[src/rtl/event_queue.sv]
module event_queue #(
  parameter int DEPTH    = 16,
  parameter int CODE_W   = 7,
  parameter int NUM_SRC  = 12,
  parameter int SRC_BASE = 37,
  parameter int KEY_LAST = 36
) (
  input  logic                         clk,
  input  logic                         rst_n,
  input  logic                         ev_valid,
  input  logic                         ev_state,
  input  logic [CODE_W-1:0]            ev_code,
  input  logic [NUM_SRC-1:0]           src_en,
  input  logic                         pop,
  input  logic [$clog2(DEPTH)-1:0]     rd_addr,
  output logic [CODE_W:0]              rd_data,
  output logic [$clog2(DEPTH+1)-1:0]   count,
  output logic                         ovf,
  input  logic                         ovf_clr,
  output logic                         irq,
  input  logic                         irq_clr
);
  localparam int CNT_W = $clog2(DEPTH + 1);
  localparam int REC_W = CODE_W + 1;

  logic [REC_W-1:0] slot [DEPTH];
  logic             src_ok;

  always_comb begin
    src_ok = 1'b0;
    for (int j = 0; j < NUM_SRC; j++)
      if (ev_code == CODE_W'(SRC_BASE + j) && src_en[j]) src_ok = 1'b1;
  end

  wire is_key = (ev_code != '0) && (ev_code <= CODE_W'(KEY_LAST));
  wire accept = ev_valid && (is_key || src_ok);
  wire full   = (count == CNT_W'(DEPTH));
  wire push   = accept && !full;
  wire drop   = accept && full;
  wire do_pop = pop && (count != '0);
  wire [CNT_W-1:0] wr_idx = count - CNT_W'(do_pop);

  for (genvar i = 0; i < DEPTH; i++) begin : g_slot
    logic [REC_W-1:0] shifted;
    if (i < DEPTH - 1) begin : g_mid
      assign shifted = do_pop ? slot[i+1] : slot[i];
    end else begin : g_last
      assign shifted = do_pop ? '0 : slot[i];
    end
    always_ff @(posedge clk or negedge rst_n)
      if (!rst_n)                                slot[i] <= '0;
      else if (push && wr_idx == CNT_W'(i))      slot[i] <= {ev_state, ev_code};
      else                                       slot[i] <= shifted;
  end

  always_ff @(posedge clk or negedge rst_n)
    if (!rst_n) begin
      count <= '0;
      ovf   <= 1'b0;
      irq   <= 1'b0;
    end else begin
      count <= count + CNT_W'(push) - CNT_W'(do_pop);
      if (drop)         ovf <= 1'b1;
      else if (ovf_clr) ovf <= 1'b0;
      if (push)                             irq <= 1'b1;
      else if (irq_clr && count == '0)      irq <= 1'b0;
    end

  assign rd_data = slot[rd_addr];

  AST_COUNT_RANGE: assert property (@(posedge clk) disable iff (!rst_n)
    count <= CNT_W'(DEPTH));
  AST_IRQ_PENDING: assert property (@(posedge clk) disable iff (!rst_n)
    (count != '0) |-> irq);
  AST_OVF_STICKY: assert property (@(posedge clk) disable iff (!rst_n)
    (ovf && !ovf_clr) |=> ovf);
  AST_FULL_DROP: assert property (@(posedge clk) disable iff (!rst_n)
    (full && !pop) |=> (count == CNT_W'(DEPTH)));
  AST_POP_SHIFT: assert property (@(posedge clk) disable iff (!rst_n)
    (do_pop && !push) |=> (slot[0] == $past(slot[1])));
  AST_EMPTY_ZERO: assert property (@(posedge clk) disable iff (!rst_n)
    (count == '0) |-> (slot[0] == '0));
endmodule

[config.mk]
export PLATFORM = sky130hd
export DESIGN_NAME = event_queue
export DESIGN_NICKNAME = d
export VERILOG_FILES = /design/src/rtl/event_queue.sv
export SDC_FILE = /design/constraint.sdc
export NUM_CORES = 1
export LEC_CHECK = 0
export BUFFER_PORTS_ARGS = -buffer_cell sky130_fd_sc_hd__buf_2
export CORE_ASPECT_RATIO = 0.75
export CORE_MARGIN = 4
export CORE_UTILIZATION = 30
export CTS_CLUSTER_SIZE = 24
export DETAILED_ROUTE_END_ITERATION = 16
export GPL_TIMING_DRIVEN = 0
export HOLD_SLACK_MARGIN = 0.12
export PLACE_DENSITY = 0.53
export SYNTH_ARGS = -nofsm -noshare
export SYNTH_HDL_FRONTEND = slang
export SYNTH_SLANG_ARGS = --single-unit
[constraint.sdc]
create_clock -name clk -period 3.35 [get_ports clk]
set_input_delay 0.335 -clock clk [delete_from_list [all_inputs] [get_ports clk]]
set_output_delay 0.335 -clock clk [all_outputs]
set_load 0.02 [all_outputs]
==> Word level (Yosys, flattened, before mapping) <==
Cells that the tools add are included.
W data, S select, Z words.
{ "totals": {"ff_bits": 135, "input_bits": 30, "output_inout_bits": 15} }
{ "op_classes": {"eq_ne": 28, "muxes": 51, "bitwise": 1, "n_addsub": 3, "order_cmp": 2, "n_reduce_logical": 58} }
{ "ops": {"columns": ["operator", "n"], "rows": [
  ["$mux W8", 34],
  ["$eq A7 B6 Y1 const B", 12],
  ["$eq A5 B4 Y1 const B", 8],
  ["$reduce_bool A2 Y1", 18],
  ["$logic_and A1 B1 Y1", 34],
  ["$bmux W8 S4", 1],
  ["$eq A5 B3 Y1 const B", 4],
  ["$mux W1", 16],
  ["$eq A5 B2 Y1 const B", 2],
  ["$logic_not A5 Y1", 2],
  ["$sub A5 B1 Y5", 2],
  ["$le A7 B6 Y1 const B", 1],
  ["$reduce_bool A7 Y1", 1],
  ["$add A5 B1 Y5", 1],
  ["$eq A5 B1 Y1 const B", 1],
  ["$eq A5 B5 Y1 const B", 1],
  ["$ge A5 B5 Y1 const B", 1],
  ["$not A4 Y5", 1],
  ["$reduce_bool A5 Y1", 1],
  ["$logic_not A1 Y1", 1],
  ["$logic_or A1 B1 Y1", 1]
]} }

==> Longest topological paths before layout <==
Gate-level depths: netlist of run 1.
{ "depth": {"word_depth": 19, "depth_mapped": 17} }

==> Least setup slack after synthesis of run 1 <==
Ideal clock, no wire load.
{ "synth_timing": {"kind": "reg2reg", "start": "reg count[2]", "end": "reg slot[33] (netlist name)", "required_ps": 3270, "arrival_ps": 3493, "path_slack_ps": -223, "stages_incl_launch_ff": 17, "period_less_slack_ps": 3573, "n_path_buf": 4, "cell_sequence": "dfrtp_1 -> inv_1 -> ha_1 -> nand2_1 -> o21ai_1 -> clkbuf_1 -> inv_1 -> clkbuf_1 -> ha_1 -> ha_1 -> clkbuf_1 -> nand2_1 -> nand4bb_1 -> a21oi_1 -> and4_1 -> buf_2 -> mux2i_1"} }
{ "synth_between": {"elab_chain_len": 6} }
{ "synth_lines": {"columns": ["item", "line", "text"], "rows": [
  ["start: declaration", "17", "output logic [$clog2(DEPTH+1)-1:0] count,"],
  ["start signal: assignment", "62", "count <= count + CNT_W'(push) - CNT_W'(do_pop);"],
  ["$reduce_bool A5 Y1", "40", "wire do_pop = pop && (count != '0);"],
  ["$logic_and A1 B1 Y1", "40", null],
  ["$sub A5 B1 Y5", "41", "wire [CNT_W-1:0] wr_idx = count - CNT_W'(do_pop);"],
  ["$eq A5 B4 Y1", "52", "else if (push && wr_idx == CNT_W'(i)) slot[i] <= {ev_state, ev_code};"],
  ["$logic_and A1 B1 Y1", "52", null],
  ["$mux W8 / $reduce_bool A2 Y1 (equally long branches)", null, null],
  ["end signal: indexed assignment", "52", null],
  ["end signal: indexed assignment", "53", "else slot[i] <= shifted;"],
  ["end: declaration", "26", "logic [REC_W-1:0] slot [DEPTH];"]
]} }
Several ways; a longest one is shown, not always the timed one.
A chain may end at the register's enable or synchronous reset.

==> Worst setup path after layout of run 1 <==
{ "layout_timing": {"start": "reg count[2]", "end": "reg slot[65] (netlist name)"} }
{ "layout_between": {"elab_chain_len": 6} }
{ "layout_lines": {"columns": ["item", "line"], "rows": [
  ["$reduce_bool A5 Y1", "40"],
  ["$logic_and A1 B1 Y1", "40"],
  ["$sub A5 B1 Y5", "41"],
  ["$eq A5 B3 Y1", "52"],
  ["$logic_and A1 B1 Y1", "52"],
  ["$mux W8 / $reduce_bool A2 Y1 (equally long branches)", null]
]} }
Several ways; a longest one is shown, not always the timed one.

==> results of run 1 <==
-- placed cells by master, fill, tap and decap left out, types with 10 or more instances in the layout --
cell | Yosys | layout
dfrtp_1 | 135 | 133
mux2i_1 | 113 | 113
a21oi_1 | 72 | 70
nand2_1 | 65 | 58
buf_2 | 13 | 44
mux4_2 | 40 | 40
a32oi_1 | 35 | 34
mux2_2 | 28 | 28
clkbuf_1 | 35 | 23
nor2_1 | 23 | 20
clkbuf_16 | 0 | 17
a22oi_1 | 14 | 14
buf_4 | 1 | 13
inv_1 | 14 | 12
nor3_1 | 10 | 10
-- cell type report --
| cell class | count | area, sq um |
|---|---|---|
| fillers | 2528 | 15800 |
| multi-input cells | 466 | 4270 |
| flip-flops and latches | 135 | 3380 |
| clock buffers | 20 | 457 |
| well taps | 338 | 423 |
| repair buffers | 52 | 377 |
| plain buffers | 50 | 273 |
| clock inverters | 12 | 151 |
| inverters | 16 | 63.8 |
-- kinds of logic after synthesis --
kind of cell    Yosys count
compound gates          139
xor+xnor                  9
fa+ha+maj                 9
buf+inv                  70
flops                   135
mux                     181
simple gates            128
-- metal layers --
layer	vias up	wire length (microns)	GRT usage [%]	part of all wire (%)
li1	2671	-	-	-
met1	3057	12400	27.4	50
met2	195	10700	25.1	43
met3	21	1630	3.87	6.5
met4	0	325	4.60	1.3
met5	-	0	0	0
-- sequential cells by signal (all words and copies together), names as in the netlist --
| register | count |
|---|---|
| count | 5 |
| slot | 128 |
| ovf | 1 |
| irq | 1 |
-- stage by stage --
| stage | cells | area (sq um) | setup TNS, ps |
|---|---|---|---|
| 2_1_floorplan | 671 | 7780 | 0 |
| 3_3_place_gp | 1047 | 8390 | -134000 |
| 3_5_place_dp | 1048 | 8420 | -116840 |
| 4_1_cts | 1090 | 9340 | 0 |
| 5_1_grt | 1089 | 9400 | -1.93 |
| 6_report | 1089 | 9400 | 0 |
-- worst paths after layout --
kind	from	endpoint	slack, ps	depth (start not counted)
max in group asynchronous	rst_n	count[2]	2050	3
min reg2reg	irq	irq	480	2
min	irq_clr	irq	160	4
max	count[2]	slot[65]	120	12
min in group asynchronous	rst_n	slot[126]	400	2
max reg2reg	count[2]	slot[65]	120	12
-- critical path: stages, from the launching register on --
cell	delay [ps]
dfrtp_2	410
inv_2	100
ha_4	180
nand2_1	90
o21ai_2	190
clkbuf_8	170
inv_1	50
clkbuf_8	180
ha_1	270
clkbuf_1	260
clkbuf_2	300
nor3_1	690
a22oi_1	190
-- power groups by stage --
stage	sequential [mW]	clock, mW	combinational [mW]
final	2.52	1.98	2.85
after global routing	2.60	2.07	3.08
after CTS	2.50	2.00	2.77
after detailed placement	2.54	0	2.57
after global placement	2.53	0	2.54
after floorplan	2.44	0	1.80
-- timing repair --
item / in CTS / in global routing
setup endpoints to repair: 137 / 128
buffers inserted: 10 / 1
endpoints found under the hold margin: 44 / 0
gates resized for setup: 51 / 16
gates cloned: 0 / 0
hold buffers: 2 / 0
pin swaps: 9 / 4
==> results.json, run 1 <==
{
  "worstMarginPinSlew_ps": 1060,
  "rsz0062_at_grt": "true",
  "root_buffer": "clkbuf_16",
  "antenna_found_initial": 0,
  "slew_violations": 0,
  "drc_errors": 0,
  "port_buffers": 38,
  "finalClockSkew_ps": 8.50,
  "ys_ff_latch": 135,
  "fin_crit_ps": 3230,
  "htreeDepth": 4,
  "hold_path.class": "in2reg",
  "clockPowerShare_pct": 26.9,
  "setup_ws_ps": 119,
  "synth_compound_area_share_pct": 12.0,
  "fin_util_pct": 37.3,
  "critical_path_class": "reg2reg",
  "overflow": 0,
  "routabilityCongestion": 0.832,
  "place_hpwl_microns": 18000,
  "io_pins": 45,
  "intPower_mw": 4.51,
  "antenna_cells": 0,
  "switching_power_mw": 2.84,
  "synthXorXnorAreaFrac_pct": 1.01,
  "die_w_microns": 194,
  "slew_headroom_pct": 29.1,
  "initial_core_util_pct": 30.8,
  "cts_num_sinks": 135,
  "path_max_fanout": 10,
  "synth_cell_type_count": 49,
  "postSynthCellCount": 671,
  "muxShareOfSynthArea_pct": 30.2,
  "grt_max_degree": 93,
  "hold_viol_final": 0,
  "p_comb_share_pct": 38.8,
  "wirelength_microns": 25100,
  "drtIter0Drc": 496,
  "fp-row-count": 50,
  "synth_top_family_by_area": "multiplexers",
  "track_usage_pct": 17.8,
  "clock.fmax_mhz": 309,
  "syn_area_per_cell_sq_um": 11.6,
  "p_per_area_nw_per_um2": 782,
  "synth_nets": 710,
  "synth_top_area_share_pct": 43.5,
  "yosysMostFrequentCell": "dfrtp_1",
  "die_h_microns": 147,
  "setup_viol_count_final": 0,
  "whs_ps": 164,
  "numCtsBuffers": 17,
  "swShare_pct": 38.6,
  "clk_latency_ps": 430,
  "routedWlPerCell_microns": 23.1,
  "ant_nets": 0,
  "p_seq_share_pct": 34.3,
  "total_power_mw": 7.35,
  "critPathArrivalTime_ps": 3500,
  "status": "complete, no violations",
  "dr_total_vias": 5944,
  "finalCritPeriodShare_pct": 96.5,
  "syn-cell-area_sq_um": 7770,
  "leakagePower_nw": 4.38,
  "clock_path_buffers": 2,
  "yosys.area.top_type": "dfrtp_1",
  "synth-edff-count": 0,
  "routed_via_density": 5.46,
  "synthTopCellsByArea": "dfrtp_1, mux2i_1, mux4_2, a21oi_1, mux2_2",
  "die-area_sq_um": 28600,
  "synth-seq-area-share_pct": 43.5,
  "cap_violations": 0,
  "required_ps": 3610,
  "ys.flop_type": "dfrtp_1",
  "cp-end-kind": "register",
  "peakVddDrop_v": 0.000595,
  "nNetsFinal": 777,
  "layout-drive-gt1-share_pct": 29.4,
  "area_delta_synth_final_pct": 21.0,
  "async_reset_ff_share_pct": 100,
  "cp-start-kind": "register",
  "grt_first_pass_wirelength_microns": 38600,
  "ys_warn_count": 0,
  "cts_tree": "built",
  "path_clk_slew_ps": 60,
  "fp.coreArea_sq_um": 25200,
  "dpl_worst_slack_ps": -1250,
  "synth_common_cells": "dfrtp_1, mux2i_1, a21oi_1",
  "grt_pass1_vias": 5972,
  "synth_simple_gate_area_share_pct": 8.07,
  "synth-adder-area-share_pct": 1.55,
  "drtPass1Iterations": 5
}
Note: power is estimated with default switching activity, not from simulation.
==> inputs of run 2 (changes only) <==
--- a/config.mk
+++ b/config.mk
@@ -13,7 +13,7 @@
 export DETAILED_ROUTE_END_ITERATION = 16
 export GPL_TIMING_DRIVEN = 0
 export HOLD_SLACK_MARGIN = 0.12
-export PLACE_DENSITY = 0.53
+export PLACE_DENSITY = 0.46
 export SYNTH_ARGS = -nofsm -noshare
 export SYNTH_HDL_FRONTEND = slang
 export SYNTH_SLANG_ARGS = --single-unit
==> run 2 against run 1 <==
- final area fell by 0.24%
- sequential share of layout area rose by 0.086 points
- non-clock buffer count rose by 1
- count of clock-buffer cells in the layout rose by 2
- via count rose by 3.0%
- highest routed layer unchanged
- die area did not move
- register-to-register slack barely moved
- utilization fell by 0.089 points
- total power fell by 0.76%
==> results.json, run 2 (synthesized netlist as in run 1, its figures left out) <==
{
  "dpl_worst_slack_ps": -1290,
  "place_hpwl_microns": 19100,
  "finalCritPeriodShare_pct": 96.3,
  "critPathArrivalTime_ps": 3490,
  "io_pins": 45,
  "status": "complete, no violations",
  "clk_latency_ps": 430,
  "track_usage_pct": 18.5,
  "hold_path.class": "in2reg",
  "area_delta_synth_final_pct": 20.7,
  "r2r_slack_ps": 120,
  "fp-row-count": 50,
  "layout-drive-gt1-share_pct": 29.6,
  "cts_tree": "built",
  "fin_setup_tns_ps": 0,
  "path_max_fanout": 10,
  "setup_ws_ps": 124,
  "die-area_sq_um": 28600,
  "critical_path_class": "reg2reg",
  "seq_area_sq_um": 3380,
  "placed_cells": 1048,
  "fin_crit_ps": 3230,
  "overflow": 0,
  "layout_common_cells": "dfrtp_1, mux2i_1, a21oi_1, nand2_1, buf_2",
  "cp-start-kind": "register",
  "path_clk_slew_ps": 60,
  "routedWlPerCell_microns": 23.9,
  "die_w_microns": 194,
  "drc_errors": 0,
  "rsz0062_at_grt": "false",
  "p_per_area_nw_per_um2": 778,
  "ant_nets": 0,
  "total_power_mw": 7.30,
  "antenna_found_initial": 1,
  "whs_ps": 153,
  "worstMarginPinSlew_ps": 1100,
  "grt_max_degree": 70,
  "grt_pass1_vias": 6231,
  "top_regs": "slot (128), count (5)",
  "nNetsFinal": 778,
  "clock.fmax_mhz": 310,
  "die_h_microns": 147,
  "layout.cells.non_filler": 1089,
  "port_buffers": 38,
  "multi_input_area_sq_um": 4280,
  "fillCellCount": 2433,
  "numCtsBuffers": 17,
  "regMostFlops": "slot",
  "grt_first_pass_wirelength_microns": 39800,
  "routed_via_density": 5.62,
  "cp-end-kind": "register",
  "setup_viol_count_final": 0,
  "drtPass1Iterations": 5,
  "initial_core_util_pct": 30.8,
  "cap_violations": 0,
  "slew_violations": 0,
  "wirelength_microns": 26100,
  "clock_path_buffers": 2,
  "slew_headroom_pct": 26.7,
  "hold_viol_final": 0,
  "drtIter0Drc": 646,
  "finalClockSkew_ps": 10.8,
  "required_ps": 3610,
  "htreeDepth": 4,
  "leakagePower_nw": 4.40,
  "peakVddDrop_v": 0.000374,
  "fp.coreArea_sq_um": 25200,
  "cts_num_sinks": 135,
  "largest_reg_flops": 128,
  "final_common_cell": "dfrtp_1",
  "antenna_cells": 0,
  "dr_total_vias": 6121,
  "routabilityCongestion": 0.830,
  "root_buffer": "clkbuf_16"
}
run 2: changes by cell type in the layout (fill, tap and decap cells not counted), moves of 2 or more:
cell / delta
buf_6: +2
nand2_2: -2
nor3_1: -3
nand2_4: +2
clkinv_4: -3
nor3_2: +3
buf_4: +3
run 2: where the power goes:
group	internal (mW)	leakage [nW]	switching, mW	total, mW
combinational	1.18	2.28	1.71	2.89
clock	1.14	0.282	0.742	1.89
sequential	2.12	1.84	0.396	2.52
total	4.45	4.40	2.85	7.30
run 2: metrics by stage:
step	cell area (sq um)	utilization, %
after detailed placement	8420	33.4
after CTS	9320	36.9
final	9380	37.2
after global placement	8390	33.3
after global routing	9380	37.2
after floorplan	7780	-
run 2: final cells by class:
class	instances	share of cell area, %
multi-input cells	466	45.7
flip-flops and latches	135	36.1
clock buffers	22	5.06
well taps	338	4.51
repair buffers	54	4.04
plain buffers	49	2.88
clock inverters	9	1.07
inverters	16	0.707
run 2: final timing paths:
path                           from        end  cells past startpoint
max in group asynchronous     rst_n   count[2]                      3
min reg2reg                     irq        irq                      2
max                        count[3]   slot[65]                     13
max reg2reg                count[3]   slot[65]                     13
min in group asynchronous     rst_n  slot[126]                      2
min                         irq_clr        irq                      4
run 2: layer usage:
layer / vias up / part of all wire [%] / GRT usage, % / wire length (microns)
li1: 2672 / - / - / -
met4: 0 / 1.2 / 4.42 / 320
met2: 225 / 43 / 26.7 / 11300
met1: 3198 / 48 / 27.8 / 12600
met3: 26 / 7.3 / 4.40 / 1900
met5: - / 0 / 0 / 0
run 2: critical path, cell delays in order (launching register included):
cell and delay [ps]:
dfrtp_2 450, inv_4 120, ha_4 160, nand2_1 80
o21ai_2 180, clkbuf_8 160, inv_1 50, buf_4 190
ha_2 210, nand2_1 200, xnor2_1 120, buf_4 200
nor3_1 730, a22oi_1 200
run 2: repair_timing:
| item | 4_1_cts | 5_1_grt |
|---|---|---|
| hold buffers | 2 | 0 |
| endpoints found under the hold margin | 69 | 0 |
| buffers inserted | 9 | 4 |
| pin swaps | 6 | 4 |
| endpoints found under the setup margin | 137 | 126 |
| cloned | 0 | 0 |
| resized for setup | 59 | 14 |
==> inputs of run 3 (changes only) <==
--- a/config.mk
+++ b/config.mk
@@ -6,7 +6,7 @@
 export NUM_CORES = 1
 export LEC_CHECK = 0
 export BUFFER_PORTS_ARGS = -buffer_cell sky130_fd_sc_hd__buf_2
-export CORE_ASPECT_RATIO = 0.75
+export CORE_ASPECT_RATIO = 1.5
 export CORE_MARGIN = 4
 export CORE_UTILIZATION = 30
 export CTS_CLUSTER_SIZE = 24
==> run 3 against run 2 <==
- clock skew is 3.8 ps lower
- worst setup slack better by 15 ps
- clock power is 16% higher
- final area is 0.80% higher
- flip-flop and latch count stayed put
- sequential share of layout area is 0.27 points lower
- cell count is 0.83% lower
- via count is 0.74% lower
- global-route usage is 0.28 points higher
- utilization is 0.14 points higher
- critical path type is now in2out
- largest cell class unchanged
- largest power group unchanged
==> results.json, run 3 (synthesized netlist as in run 1, its figures left out) <==
{
  "status": "complete, no violations",
  "top_regs": "slot (128), count (5)",
  "dr_total_vias": 6076,
  "fin_crit_ps": 3210,
  "final_common_cell": "dfrtp_1",
  "root_buffer": "clkbuf_16",
  "layout_common_cells": "dfrtp_1, mux2i_1, a21oi_1, nand2_1, buf_2",
  "die-area_sq_um": 28600,
  "clock.fmax_mhz": 311,
  "critPathArrivalTime_ps": 2880,
  "path_max_fanout": 10,
  "ant_nets": 0,
  "cp_slowest_stage_delay_ps": 820,
  "path_clk_slew_ps": 60,
  "fp-row-count": 71,
  "required_ps": 3010,
  "slew_headroom_pct": 24.9,
  "track_usage_pct": 18.7,
  "p_per_area_nw_per_um2": 797,
  "total_power_mw": 7.53,
  "area_delta_synth_final_pct": 21.7,
  "drc_errors": 0,
  "cts_num_sinks": 135,
  "grt_pass1_vias": 6516,
  "hold_viol_final": 0,
  "hold_path.class": "in2reg",
  "numCtsBuffers": 17,
  "setup_viol_count_final": 0,
  "layout-drive-gt1-share_pct": 30.1,
  "crit_slowest_cell": "clkbuf_1",
  "place_hpwl_microns": 19700,
  "crit_chain": "clkbuf_1, clkbuf_1, mux4_2, mux4_2, buf_2",
  "htreeDepth": 4,
  "fp.coreArea_sq_um": 25300,
  "overflow": 0,
  "clock_path_buffers": 2,
  "drtIter0Drc": 438,
  "peakVddDrop_v": 0.000569,
  "leakagePower_nw": 4.44,
  "routedWlPerCell_microns": 24.2,
  "rsz0062_at_grt": "false",
  "fin_setup_tns_ps": 0,
  "antenna_found_initial": 0,
  "worstMarginPinSlew_ps": 1130,
  "wirelength_microns": 26200,
  "largest_reg_flops": 128,
  "cp-start-kind": "input port",
  "clk_latency_ps": 430,
  "die_h_microns": 205,
  "initial_core_util_pct": 30.7,
  "routabilityCongestion": 0.863,
  "die_w_microns": 139,
  "routed_via_density": 5.63,
  "cp-end-kind": "output pin",
  "finalClockSkew_ps": 6.97,
  "antenna_cells": 0,
  "nNetsFinal": 778,
  "cap_violations": 0,
  "grt_max_degree": 88,
  "io_pins": 45,
  "regMostFlops": "slot",
  "critical_path_class": "in2out",
  "finalCritPeriodShare_pct": 95.9,
  "drtPass1Iterations": 5,
  "grt_first_pass_wirelength_microns": 40200,
  "cts_tree": "built",
  "port_buffers": 38,
  "slew_violations": 0
}
[run 3: changes by cell type in the layout (fill, tap and decap cells not counted), moves of 2 or more]
cell       delta
a32oi_1       -2
a32oi_2       +2
buf_12        -2
buf_4         +3
bufinv_16     +4
clkbuf_1      -3
clkinv_2      -3
nor3_1        +3
nor3_2        -3
[run 3: report_power, final]
group	leakage, nW	total, mW	internal [mW]	switching [mW]
clock	0.328	2.20	1.45	0.747
combinational	2.28	2.81	1.15	1.65
sequential	1.84	2.53	2.12	0.404
total	4.44	7.53	4.73	2.80
[run 3: metal layers]
layer	share of wire (%)	track usage, %	vias to the layer above	wire length (microns)
met5	0	0	-	0
met4	3.2	7.20	0	849
met3	4.5	3.18	57	1190
met2	55	35.7	221	14400
met1	37	20.5	3134	9710
li1	-	-	2664	-
[run 3: per-stage QoR]
step | util, % | hold WS [ps] | worst slack [ps] | instance area, sq um | instances
global route | 37.3 | 209 | 7.99 | 9450 | 1080
CTS | 37.2 | 160 | 7.39 | 9430 | 1083
finish | 37.3 | 165 | 139 | 9450 | 1080
detailed placement | 33.2 | 321 | -1310 | 8410 | 1038
floorplan | - | 39.4 | 11.0 | 7780 | 671
global placement | 33.1 | 462 | -1220 | 8380 | 1037
[run 3: worst paths after layout]
path                            start    endpoint  slack [ps]  depth (start not counted)
setup / recovery           rd_addr[0]  rd_data[1]         140                          5
hold / removal                irq_clr         irq         160                          4
hold reg to reg                   irq         irq         490                          2
max in group asynchronous       rst_n    count[2]        2050                          3
setup reg to reg             count[3]    slot[29]         200                         17
min in group asynchronous       rst_n     slot[7]         430                          2
[run 3: worst max-delay path: cells and delay by family]
family / cells / cell delay [ps]
buf+inv: 3 / 1360
mux: 2 / 1170
[run 3: final cells by class]
type                       instances  area [sq um]
fill                            2468         15900
inverter                          16          60.1
buffer                            49           273
timing repair buffer              54           358
clock buffer                      20           467
sequential                       135          3380
clock inverter                    12           221
tap                              328           410
multi-input combinational        466          4280
[run 3: repair_timing]
action,4_1_cts,5_1_grt
hold endpoints to repair,49,0
setup buffers,13,0
gates resized for setup,56,14
pin swaps,7,3
endpoints found under the setup margin,137,129
hold buffers,2,0
